$ cat src/rtl/fctl_pkg.sv
package fctl_pkg;
  localparam logic [7:0] OFS_CTL  = 8'h00;
  localparam logic [7:0] OFS_TIM0 = 8'h04;
  localparam logic [7:0] OFS_TIM1 = 8'h08;
  localparam logic [7:0] OFS_TIM2 = 8'h0c;
  localparam logic [7:0] OFS_UNLA = 8'h18;
  localparam logic [7:0] OFS_UNLB = 8'h1c;
  localparam logic [7:0] OFS_ADDR = 8'h20;
  localparam logic [7:0] OFS_STAT = 8'h2c;

  localparam logic [31:0] KEY_FIRST  = 32'h0000_7123;
  localparam logic [31:0] KEY_SECOND = 32'h0000_812a;
  localparam logic [31:0] KEY_THIRD  = 32'h0000_bee1;

  localparam int WP_BIT = 1;
  localparam logic [31:0] CTL_ALL   = 32'h0000_01fb;
  localparam logic [31:0] CTL_NOWP  = 32'h0000_01f9;
  localparam logic [31:0] CTL_RESET = 32'h0000_0002;

  localparam int NUM_TIM = 3;

  function automatic logic [31:0] tim_mask(input int idx);
    case (idx)
      0:       return 32'hffff_003f;
      1:       return 32'h00ff_ffff;
      default: return 32'h0fff_ffff;
    endcase
  endfunction

  typedef enum logic [1:0] {
    UL_IDLE  = 2'd0,
    UL_STEP1 = 2'd1,
    UL_STEP2 = 2'd2,
    UL_ARMED = 2'd3
  } unlock_state_e;
endpackage

$ cat src/rtl/fctl_unlock.sv
module fctl_unlock
  import fctl_pkg::*;
(
  input  logic        clk_i,
  input  logic        rst_ni,
  input  logic        wr_a_i,
  input  logic        wr_b_i,
  input  logic        ctl_wr_i,
  input  logic [31:0] wdata_i,
  output logic        armed_o
);
  unlock_state_e state_q, state_d;

  always_comb begin
    state_d = state_q;
    if (ctl_wr_i && state_q == UL_ARMED) begin
      state_d = UL_IDLE;
    end else if (wr_a_i) begin
      case (state_q)
        UL_STEP2: state_d = (wdata_i == KEY_THIRD) ? UL_ARMED : UL_IDLE;
        UL_STEP1: state_d = UL_IDLE;
        default:  state_d = (wdata_i == KEY_FIRST) ? UL_STEP1 : UL_IDLE;
      endcase
    end else if (wr_b_i) begin
      state_d = (state_q == UL_STEP1 && wdata_i == KEY_SECOND) ? UL_STEP2 : UL_IDLE;
    end
  end

  always_ff @(posedge clk_i or negedge rst_ni) begin
    if (!rst_ni) state_q <= UL_IDLE;
    else         state_q <= state_d;
  end

  assign armed_o = (state_q == UL_ARMED);

  AST_ARM_AFTER_STEP2: assert property (@(posedge clk_i) disable iff (!rst_ni)
    (state_q == UL_ARMED && $past(state_q) != UL_ARMED) |-> $past(state_q) == UL_STEP2);
  AST_ARM_ONE_SHOT: assert property (@(posedge clk_i) disable iff (!rst_ni)
    (armed_o && ctl_wr_i) |=> !armed_o);
  AST_BAD_B_RESETS: assert property (@(posedge clk_i) disable iff (!rst_ni)
    (wr_b_i && state_q != UL_STEP1) |=> state_q == UL_IDLE);
endmodule

$ cat src/rtl/fctl_status.sv
module fctl_status (
  input  logic        clk_i,
  input  logic        rst_ni,
  input  logic        set_err_i,
  input  logic        clr_err_i,
  input  logic        busy_i,
  input  logic        redund_off_i,
  input  logic        discharged_i,
  input  logic        brownout_i,
  output logic        err_o,
  output logic [31:0] status_o
);
  logic err_q;

  always_ff @(posedge clk_i or negedge rst_ni) begin
    if (!rst_ni)        err_q <= 1'b0;
    else if (set_err_i) err_q <= 1'b1;
    else if (clr_err_i) err_q <= 1'b0;
  end

  assign err_o    = err_q;
  assign status_o = {27'd0, brownout_i, discharged_i, redund_off_i, err_q, busy_i};

  AST_ERR_CLEARS: assert property (@(posedge clk_i) disable iff (!rst_ni)
    (clr_err_i && !set_err_i) |=> !err_q);
  AST_ERR_STICKY: assert property (@(posedge clk_i) disable iff (!rst_ni)
    (err_q && !clr_err_i) |=> err_q);
endmodule

$ cat src/rtl/fctl_regfile.sv
module fctl_regfile
  import fctl_pkg::*;
#(
  parameter int ADDR_W = 8
) (
  input  logic              clk_i,
  input  logic              rst_ni,
  input  logic              req_i,
  input  logic              we_i,
  input  logic [ADDR_W-1:0] addr_i,
  input  logic [31:0]       wdata_i,
  output logic [31:0]       rdata_o,
  input  logic              busy_i,
  input  logic              redund_off_i,
  input  logic              discharged_i,
  input  logic              brownout_i,
  output logic              sleep_o,
  output logic              wp_o,
  output logic              mass_erase_o,
  output logic              page_erase_o,
  output logic              program_o,
  output logic              ref_erase_o,
  output logic              trim_recall_o,
  output logic              auto_prog_o,
  output logic [5:0]        rd_wait_o,
  output logic [15:0]       hold_cyc_o,
  output logic [23:0]       erase_cyc_o,
  output logic [15:0]       prog_cyc_o,
  output logic [7:0]        t100_cyc_o,
  output logic [3:0]        t10_cyc_o,
  output logic [31:0]       flash_addr_o
);
  logic wr, rd;
  logic sel_ctl, sel_a, sel_b, sel_addr, sel_stat;
  logic [NUM_TIM-1:0] sel_tim;
  logic [31:0] ctl_q, addr_q, rdata_q, status_w;
  logic [31:0] tim_q [NUM_TIM];
  logic wp, armed, err, ctl_wr;
  logic set_err, gated_hit, wp_change;

  assign wr = req_i & we_i;
  assign rd = req_i & ~we_i;

  assign sel_ctl  = (addr_i == ADDR_W'(OFS_CTL));
  assign sel_a    = (addr_i == ADDR_W'(OFS_UNLA));
  assign sel_b    = (addr_i == ADDR_W'(OFS_UNLB));
  assign sel_addr = (addr_i == ADDR_W'(OFS_ADDR));
  assign sel_stat = (addr_i == ADDR_W'(OFS_STAT));
  assign sel_tim[0] = (addr_i == ADDR_W'(OFS_TIM0));
  assign sel_tim[1] = (addr_i == ADDR_W'(OFS_TIM1));
  assign sel_tim[2] = (addr_i == ADDR_W'(OFS_TIM2));

  assign wp     = ctl_q[WP_BIT];
  assign ctl_wr = wr & sel_ctl;

  fctl_unlock u_unlock (
    .clk_i    (clk_i),
    .rst_ni   (rst_ni),
    .wr_a_i   (wr & sel_a),
    .wr_b_i   (wr & sel_b),
    .ctl_wr_i (ctl_wr),
    .wdata_i  (wdata_i),
    .armed_o  (armed)
  );

  // error sources: protected data write, unarmed control write under protect,
  // unarmed attempt to flip the protect flag
  assign gated_hit = wr & (sel_addr | (|sel_tim));
  assign wp_change = wdata_i[WP_BIT] != wp;
  assign set_err   = (gated_hit & wp) | (ctl_wr & ~armed & (wp | wp_change));

  fctl_status u_status (
    .clk_i        (clk_i),
    .rst_ni       (rst_ni),
    .set_err_i    (set_err),
    .clr_err_i    (wr & sel_stat & wdata_i[1]),
    .busy_i       (busy_i),
    .redund_off_i (redund_off_i),
    .discharged_i (discharged_i),
    .brownout_i   (brownout_i),
    .err_o        (err),
    .status_o     (status_w)
  );

  always_ff @(posedge clk_i or negedge rst_ni) begin
    if (!rst_ni) begin
      ctl_q <= CTL_RESET;
    end else if (ctl_wr) begin
      if (armed)    ctl_q <= wdata_i & CTL_ALL;
      else if (!wp) ctl_q <= (wdata_i & CTL_NOWP) | (ctl_q & ~CTL_NOWP);
    end
  end

  for (genvar g = 0; g < NUM_TIM; g++) begin : g_tim
    always_ff @(posedge clk_i or negedge rst_ni) begin
      if (!rst_ni)                     tim_q[g] <= '0;
      else if (wr && sel_tim[g] && !wp) tim_q[g] <= wdata_i & tim_mask(g);
    end

    AST_TIM_BLOCKED: assert property (@(posedge clk_i) disable iff (!rst_ni)
      (wr && sel_tim[g] && wp) |=> $stable(tim_q[g]));
  end

  always_ff @(posedge clk_i or negedge rst_ni) begin
    if (!rst_ni)                   addr_q <= '0;
    else if (wr && sel_addr && !wp) addr_q <= wdata_i;
  end

  always_ff @(posedge clk_i or negedge rst_ni) begin
    if (!rst_ni) begin
      rdata_q <= '0;
    end else if (rd) begin
      unique case (1'b1)
        sel_ctl:    rdata_q <= ctl_q;
        sel_tim[0]: rdata_q <= tim_q[0];
        sel_tim[1]: rdata_q <= tim_q[1];
        sel_tim[2]: rdata_q <= tim_q[2];
        sel_addr:   rdata_q <= addr_q;
        sel_stat:   rdata_q <= status_w;
        default:    rdata_q <= '0;
      endcase
    end
  end

  assign rdata_o       = rdata_q;
  assign sleep_o       = ctl_q[0];
  assign wp_o          = wp;
  assign mass_erase_o  = ctl_q[3];
  assign page_erase_o  = ctl_q[4];
  assign program_o     = ctl_q[5];
  assign ref_erase_o   = ctl_q[6];
  assign trim_recall_o = ctl_q[7];
  assign auto_prog_o   = ctl_q[8];
  assign rd_wait_o     = tim_q[0][5:0];
  assign hold_cyc_o    = tim_q[0][31:16];
  assign erase_cyc_o   = tim_q[1][23:0];
  assign prog_cyc_o    = tim_q[2][15:0];
  assign t100_cyc_o    = tim_q[2][23:16];
  assign t10_cyc_o     = tim_q[2][27:24];
  assign flash_addr_o  = addr_q;

  AST_WP_NEEDS_ARM: assert property (@(posedge clk_i) disable iff (!rst_ni)
    (wp != $past(wp)) |-> $past(armed));
  AST_BLOCK_FLAGS: assert property (@(posedge clk_i) disable iff (!rst_ni)
    (gated_hit && wp) |=> err);
  AST_ADDR_BLOCKED: assert property (@(posedge clk_i) disable iff (!rst_ni)
    (wr && sel_addr && wp) |=> $stable(addr_q));
  AST_CTL_LOCKED: assert property (@(posedge clk_i) disable iff (!rst_ni)
    (ctl_wr && !armed && wp) |=> $stable(ctl_q));
endmodule

$ cat config.mk
export PLATFORM = sky130hd
export DESIGN_NAME = fctl_regfile
export DESIGN_NICKNAME = d
export VERILOG_FILES = /design/src/rtl/fctl_pkg.sv /design/src/rtl/fctl_unlock.sv /design/src/rtl/fctl_status.sv /design/src/rtl/fctl_regfile.sv
export SDC_FILE = /design/constraint.sdc
export NUM_CORES = 1
export LEC_CHECK = 0
export ABC_AREA = 1
export ABC_CLOCK_PERIOD_IN_PS = 1160
export BUFFER_PORTS_ARGS = -buffer_cell sky130_fd_sc_hd__buf_2
export CAP_MARGIN = 25
export CORE_UTILIZATION = 48
export DETAILED_ROUTE_END_ITERATION = 10
export PLACE_DENSITY = 0.82
export SYNTH_ARGS = -nofsm -noshare
export SYNTH_HDL_FRONTEND = slang
export SYNTH_HIERARCHICAL = 1
export SYNTH_SLANG_ARGS = --single-unit
$ cat constraint.sdc
create_clock -name clk_i -period 1.16 [get_ports clk_i]
set_input_delay 0.116 -clock clk_i [delete_from_list [all_inputs] [get_ports clk_i]]
set_output_delay 0.116 -clock clk_i [all_outputs]
set_load 0.02 [all_outputs]
==> flow_summary_export.csv, run 1 <==
group,metric,value,unit
status,status,"complete, but fails checks",
status,violations,"negative setup slack",
placed_design,dpl.hpwl,16500,um
drt,viasPerCell,5.75,
setup_path,cp_common_cell,"buf_6",
clock_network,cts_buffers,17,
floorplan,rows,45,
placed_design,port_buffers,193,
layout,nets,1285,
power,leakage,6.23,nW
timing,fin_ws,-345,ps
global_routing,global_route.overflow_total,0,
global_routing,grtUsageMet2,52.4,%
job,cap_viol_max_count,0,
drt,drcViolationCount,0,
setup_path,path_cells,"buf_6 -> nor2_4 -> buf_6 -> nand3_4 -> buf_6 -> nand2_1 -> o21ai_1",
drt,drtAntennaViolNets,0,
drt,vias,8390,
clock_network,cts_tree,"built",
yosys,ys_seq_elements,149,
clock_network,clockBufferDepth,2,
floorplan,core,15400,um2
timing,fin_setup_tns,-29560,ps
yosys,ys_types,28,
global_routing,grtUsageMet3,6.18,%
setup_path,critical_path_class,"flop to flop",
setup_path,start_kind,"flop",
layout,drive_gt1_share,46.4,%
timing,slew_viol_final,0,
yosys,syn_avg_cell_area,8.05,um2
layout,fin_area,11900,um2
floorplan,dieHeight,128,um
floorplan,ios,194,
setup_path,worst_ep_required_time,1460,ps
layout,final_cell_mix,"221 x nand2_1, 132 x buf_2, 122 x dfrtp_1",
timing,rsz0062_at_grt,"true",
clock_network,htreeDepth,4,
layout,diodes,0,
layout,fillCellCount,947,
layout,area_growth,56.2,%
clock_network,clkTransAtPathRegs,60,ps
yosys,mappedNetlistArea,7630,um2
setup_path,slowest_stage,"dfstp_2",
global_routing,antenna_found_initial,0,
setup_path,critPathArrivalTime,1800,ps
global_routing,grt_pass1_vias,7424,
placed_design,placed_cell_area,9210,um2
global_routing,grt_max_degree,41,
placed_design,place_congestion,0.870,
setup_path,cp-end-kind,"flop",
power,peakVddDrop,1.09,mV
timing,fin_crit_sh,130,%
clock_network,cts_root_buf,"clkbuf_16",
floorplan,die_x,128,um
global_routing,met1_usage,39.2,%
setup_path,worstPathMaxFanout,10,
timing,max_freq,0.664,GHz
yosys,netlist_instances,948,
layout,final_common_cell,"nand2_1",
yosys,ys_seq_area_share,48.9,%
power,power_density,1040,nW/um2
clock_network,insertion_delay,430,ps
timing,period_needed,1510,ps
floorplan,dieArea,16400,um2
setup_path,cpPeakStageDelay,390,ps
timing,hold_viol_final,0,
yosys,yosysWarnings,6,
global_routing,grt_busiest_layer,"met2",
global_routing,grt_pass1_wl,39100,um
timing,finalSetupViolations,123,
drt,firstDrtPassIters,8,
clock_network,cts_sinks,149,
floorplan,start_util,49.6,%
drt,totalWireLength,30800,um
global_routing,grtUsageTotal,31.5,%
min_path,min_path_type,"input pin to flop",
timing,clock_skew,8.79,ps
drt,routedWlPerCell,21.1,um
drt,drt_iter0_drc,858,
timing,whs,53.0,ps
path summary, 6_finish.rpt:
check	start	slack, ps	end	cells past startpoint
setup / recovery	ctl_q[1]$_DFFE_PN1P_	-350	rd_wait_o[0]$_DFFE_PN0P_	7
hold reg to reg	rdata_o[30]$_DFFE_PN0P_	480	rdata_o[30]$_DFFE_PN0P_	2
min in group asynchronous	rst_ni	180	t100_cyc_o[6]$_DFFE_PN0P_	2
max in group asynchronous	rst_ni	380	erase_cyc_o[9]$_DFFE_PN0P_	3
hold / removal	wdata_i[19]	50	t100_cyc_o[3]$_DFFE_PN0P_	3
setup reg to reg	ctl_q[1]$_DFFE_PN1P_	-350	rd_wait_o[0]$_DFFE_PN0P_	7
where the power goes:
group	internal (W)	switching [W]	leakage, nW
Combinational	0.000519	0.000861	3.93
Sequential	0.00533	0.000165	2.02
Clock	0.00332	0.00224	0.285
Total	0.00917	0.00327	6.23
cell type report:
cell class	count	area, um2	share of cell area [%]
Sequential cell	149	3760	31.6
Multi-Input combinational cell	673	3970	33.3
Clock inverter	10	105	0.882
Clock buffer	22	474	3.98
Inverter	75	289	2.43
Timing Repair Buffer	318	3050	25.6
Tap cell	211	264	2.22
per-layer routing:
metal	wire length, um	vias to the layer above
li1	-	3584
met4	1820	0
met5	0	-
met3	2960	165
met2	14900	634
met1	11100	4007
sequential cells by signal, indices dropped and copies added, names as in the netlist:
signal,count
flash_addr_o,32
rdata_o,32
erase_cyc_o,24
hold_cyc_o,16
prog_cyc_o,16
ctl_q,8
t100_cyc_o,8
rd_wait_o,6
t10_cyc_o,4
u_unlock/state_q,2
u_status/err_o,1
worst max-delay path: cells and delay by family (launching register included):
family | cells | cell delay (ps)
AND/OR/NAND/NOR | 3 | 440
AO/OA/AOI/OAI | 1 | 80
buffers and inverters | 3 | 460
flip-flops | 1 | 390
cells by family (layout without fill, tap and decap cells):
logic type / Yosys count / after routing / synth area share, %
compound gates: 143 / 143 / 11.1
fa+ha+maj: 3 / 3 / 0.492
buf+inv: 154 / 425 / 11.2
flops: 149 / 149 / 48.9
other cells: 1 / 27 / 0.0492
simple gates: 498 / 500 / 28.3
stage by stage:
step	worst slack, ps	power, W	std cells	utilization, %
after floorplan	-125	0.00611	974	-
after global placement	-189	0.00661	1369	59.9
after detailed placement	-246	0.00664	1369	59.9
after CTS	-239	0.0121	1427	67.3
after global routing	-466	0.0128	1458	77.5
final	-345	0.0124	1458	77.5
cells in the mapped netlist:
cell	number	area (um2)
o21ai_1	64	320
nor2_2	8	50.1
buf_2	15	75.1
dfstp_2	1	26.3
nand2_1	317	1190
buf_6	13	146
inv_2	5	18.8
o211ai_1	1	7.51
nand2_4	4	45.0
dfrtp_1	148	3700
inv_4	3	18.8
buf_4	41	308
a21oi_1	6	30.0
o21ai_0	37	185
nand2_2	5	31.3
clkbuf_1	10	37.5
o21bai_1	3	22.5
nor3_1	3	15.0
nor2_4	4	45.0
nand3_2	2	20.0
nand3_1	100	500
inv_1	67	251
nor2_8	2	40.0
conb_1	1	3.75
ha_1	3	37.5
o21ai_2	32	280
nor2_1	45	169
nand4_1	8	50.1
repair_timing:
action	CTS	global route
resized for setup	46	340
pin swaps	6	15
endpoints found under the hold margin	135	0
hold buffers	9	0
gates cloned	8	21
buffers inserted	9	11
setup endpoints to repair	107	126
No activity file was read; power rests on OpenSTA's default activity.
==> inputs of run 2 (changes only) <==
==> constraint.sdc (replaced) <==
create_clock -name clk_i -period 1.16 [get_ports clk_i]
set_input_delay 0.116 -clock clk_i [delete_from_list [all_inputs] [get_ports clk_i]]
set_output_delay 0.116 -clock clk_i [all_outputs]
set_load 0.005 [all_outputs]
==> flow_summary_export.csv, run 2 (same netlist as run 1, synthesis figures left out) <==
group,metric,value,unit
status,status,"complete, but fails checks",
status,violations,"negative setup slack",
layout,drive_gt1_share,41.5,%
layout,final_cell_mix,"244 x nand2_1, 191 x buf_2, 144 x dfrtp_1",
drt,firstDrtPassIters,5,
timing,whs,34.9,ps
setup_path,reg2regPathDepth,6,
timing,period_needed,1490,ps
layout,fin_cells,1429,
min_path,whs_endpoint,"t100_cyc_o[5]$_DFFE_PN0P_",
global_routing,grt_max_degree,46,
layout,fillCellCount,1078,
floorplan,dieHeight,128,um
min_path,min_path_type,"input pin to flop",
floorplan,core,15400,um2
drt,drt_iter0_drc,714,
timing,clock_skew,13.6,ps
clock_network,insertion_delay,430,ps
floorplan,start_util,49.6,%
placed_design,dpl.hpwl,16300,um
clock_network,cts_buffers,17,
timing,slew_viol_final,0,
timing,max_freq,0.671,GHz
global_routing,antenna_found_initial,0,
timing,finalSetupViolations,118,
floorplan,rows,45,
clock_network,htreeDepth,4,
global_routing,grt_pass1_wl,38300,um
setup_path,timing.rr.end,"erase_cyc_o[12]$_DFFE_PN0P_",
layout,area_growth,45.5,%
clock_network,cts_tree,"built",
placed_design,placed_cells,1354,
timing,fin_ws,-331,ps
floorplan,ios,194,
placed_design,place_congestion,0.845,
setup_path,start_kind,"flop",
clock_network,clkTransAtPathRegs,60,ps
setup_path,critPathArrivalTime,1820,ps
floorplan,die_x,128,um
setup_path,worstPathMaxFanout,10,
floorplan,dieArea,16400,um2
timing,fin_crit_sh,129,%
job,cap_viol_max_count,0,
global_routing,grtUsageTotal,31.0,%
layout,nets,1256,
setup_path,regToRegSetupSlack,-330,ps
drt,drcViolationCount,0,
timing,rsz0062_at_grt,"true",
timing,hold_viol_final,0,
setup_path,critical_path_class,"flop to flop",
clock_network,clockBufferDepth,2,
global_routing,grt_pass1_vias,7329,
global_routing,global_route.overflow_total,0,
power,power_density,1140,nW/um2
setup_path,worst_ep_required_time,1490,ps
placed_design,port_buffers,193,
min_path,min_path_cells,3,
power,peakVddDrop,1.02,mV
min_path,worstHoldStart,"wdata_i[21]",
layout,final_common_cell,"nand2_1",
drt,drtAntennaViolNets,0,
setup_path,cp-end-kind,"flop",
clock_network,cts_root_buf,"clkbuf_16",
drt,vias,8013,
clock_network,cts_sinks,149,
drt,viasPerCell,5.61,
drt,routedWlPerCell,19.5,um
setup_path,timing.rr.start,"ctl_q[1]$_DFFE_PN1P_",
drt,totalWireLength,27900,um
power,leakage,6.02,nW
layout,diodes,0,
==> run 2: how the worst max path moves through the flow <==
stage | from | to | slack, ps | depth (start not counted)
final | ctl_q[1]$_DFFE_PN1P_ | erase_cyc_o[12]$_DFFE_PN0P_ | -330 | 6
after global routing | ctl_q[1]$_DFFE_PN1P_ | hold_cyc_o[7]$_DFFE_PN0P_ | -370 | 7
after CTS | u_unlock/state_q[0]$_DFFE_PN0P_ | u_unlock/state_q[1]$_DFFE_PN0P_ | -220 | 11
after detailed placement | u_unlock/state_q[0]$_DFFE_PN0P_ | ctl_q[4]$_DFFE_PN0P_ | -450 | 4
after global placement | u_unlock/state_q[0]$_DFFE_PN0P_ | ctl_q[5]$_DFFE_PN0P_ | -380 | 4
after floorplan | u_unlock/state_q[0]$_DFFE_PN0P_ | u_unlock/state_q[1]$_DFFE_PN0P_ | -130 | 11
==> run 2: power breakdown <==
part	leakage (nW)	internal (W)	switching, W	total (W)
clock	0.322	0.00394	0.00215	0.00609
sequential	2.05	0.00533	0.000146	0.00548
combinational	3.65	0.000425	0.000672	0.00110
==> run 2: area by class of cell <==
cell class / count / area, um2 / area share [%]
Sequential cell: 149 / 3730 / 33.6
Inverter: 75 / 289 / 2.60
Clock inverter: 8 / 143 / 1.28
Multi-Input combinational cell: 672 / 3830 / 34.5
Clock buffer: 24 / 512 / 4.61
Timing Repair Buffer: 290 / 2330 / 21.0
Tap cell: 211 / 264 / 2.38
==> run 2: critical path: stages (launching register included) <==
cell and delay (ps):
dfstp_2 370, buf_6 120, nor2_4 180, buf_6 140, nand2_8 100, bufbuf_16 310, o21ai_1 170
==> run 2: per-layer routing <==
metal	track usage [%]	part of all wire (%)
met1	37.9	38
met2	51.6	48
met3	7.47	9.4
met4	15.1	4.8
met5	0	0
==> run 2: through the flow <==
step                worst slack (ps)  utilization [%]  cell area (um2)  power, W  TNS (ps)
global route                    -372             72.2            11100    0.0130    -30030
CTS                             -224             65.8            10100    0.0125    -17790
detailed placement              -445             58.8             9040   0.00646    -23350
floorplan                       -125                -             7750   0.00596      -538
finish                          -331             72.2            11100    0.0127    -25120
global placement                -383             58.8             9040   0.00644    -19860
==> run 2: repair_timing <==
item                                    CTS  global route
hold buffers                              9             0
hold endpoints to repair                160             0
pin swaps                                 7             8
gates cloned                              5            15
setup buffers                             5             9
resized for setup                        51           173
endpoints found under the setup margin  117           119
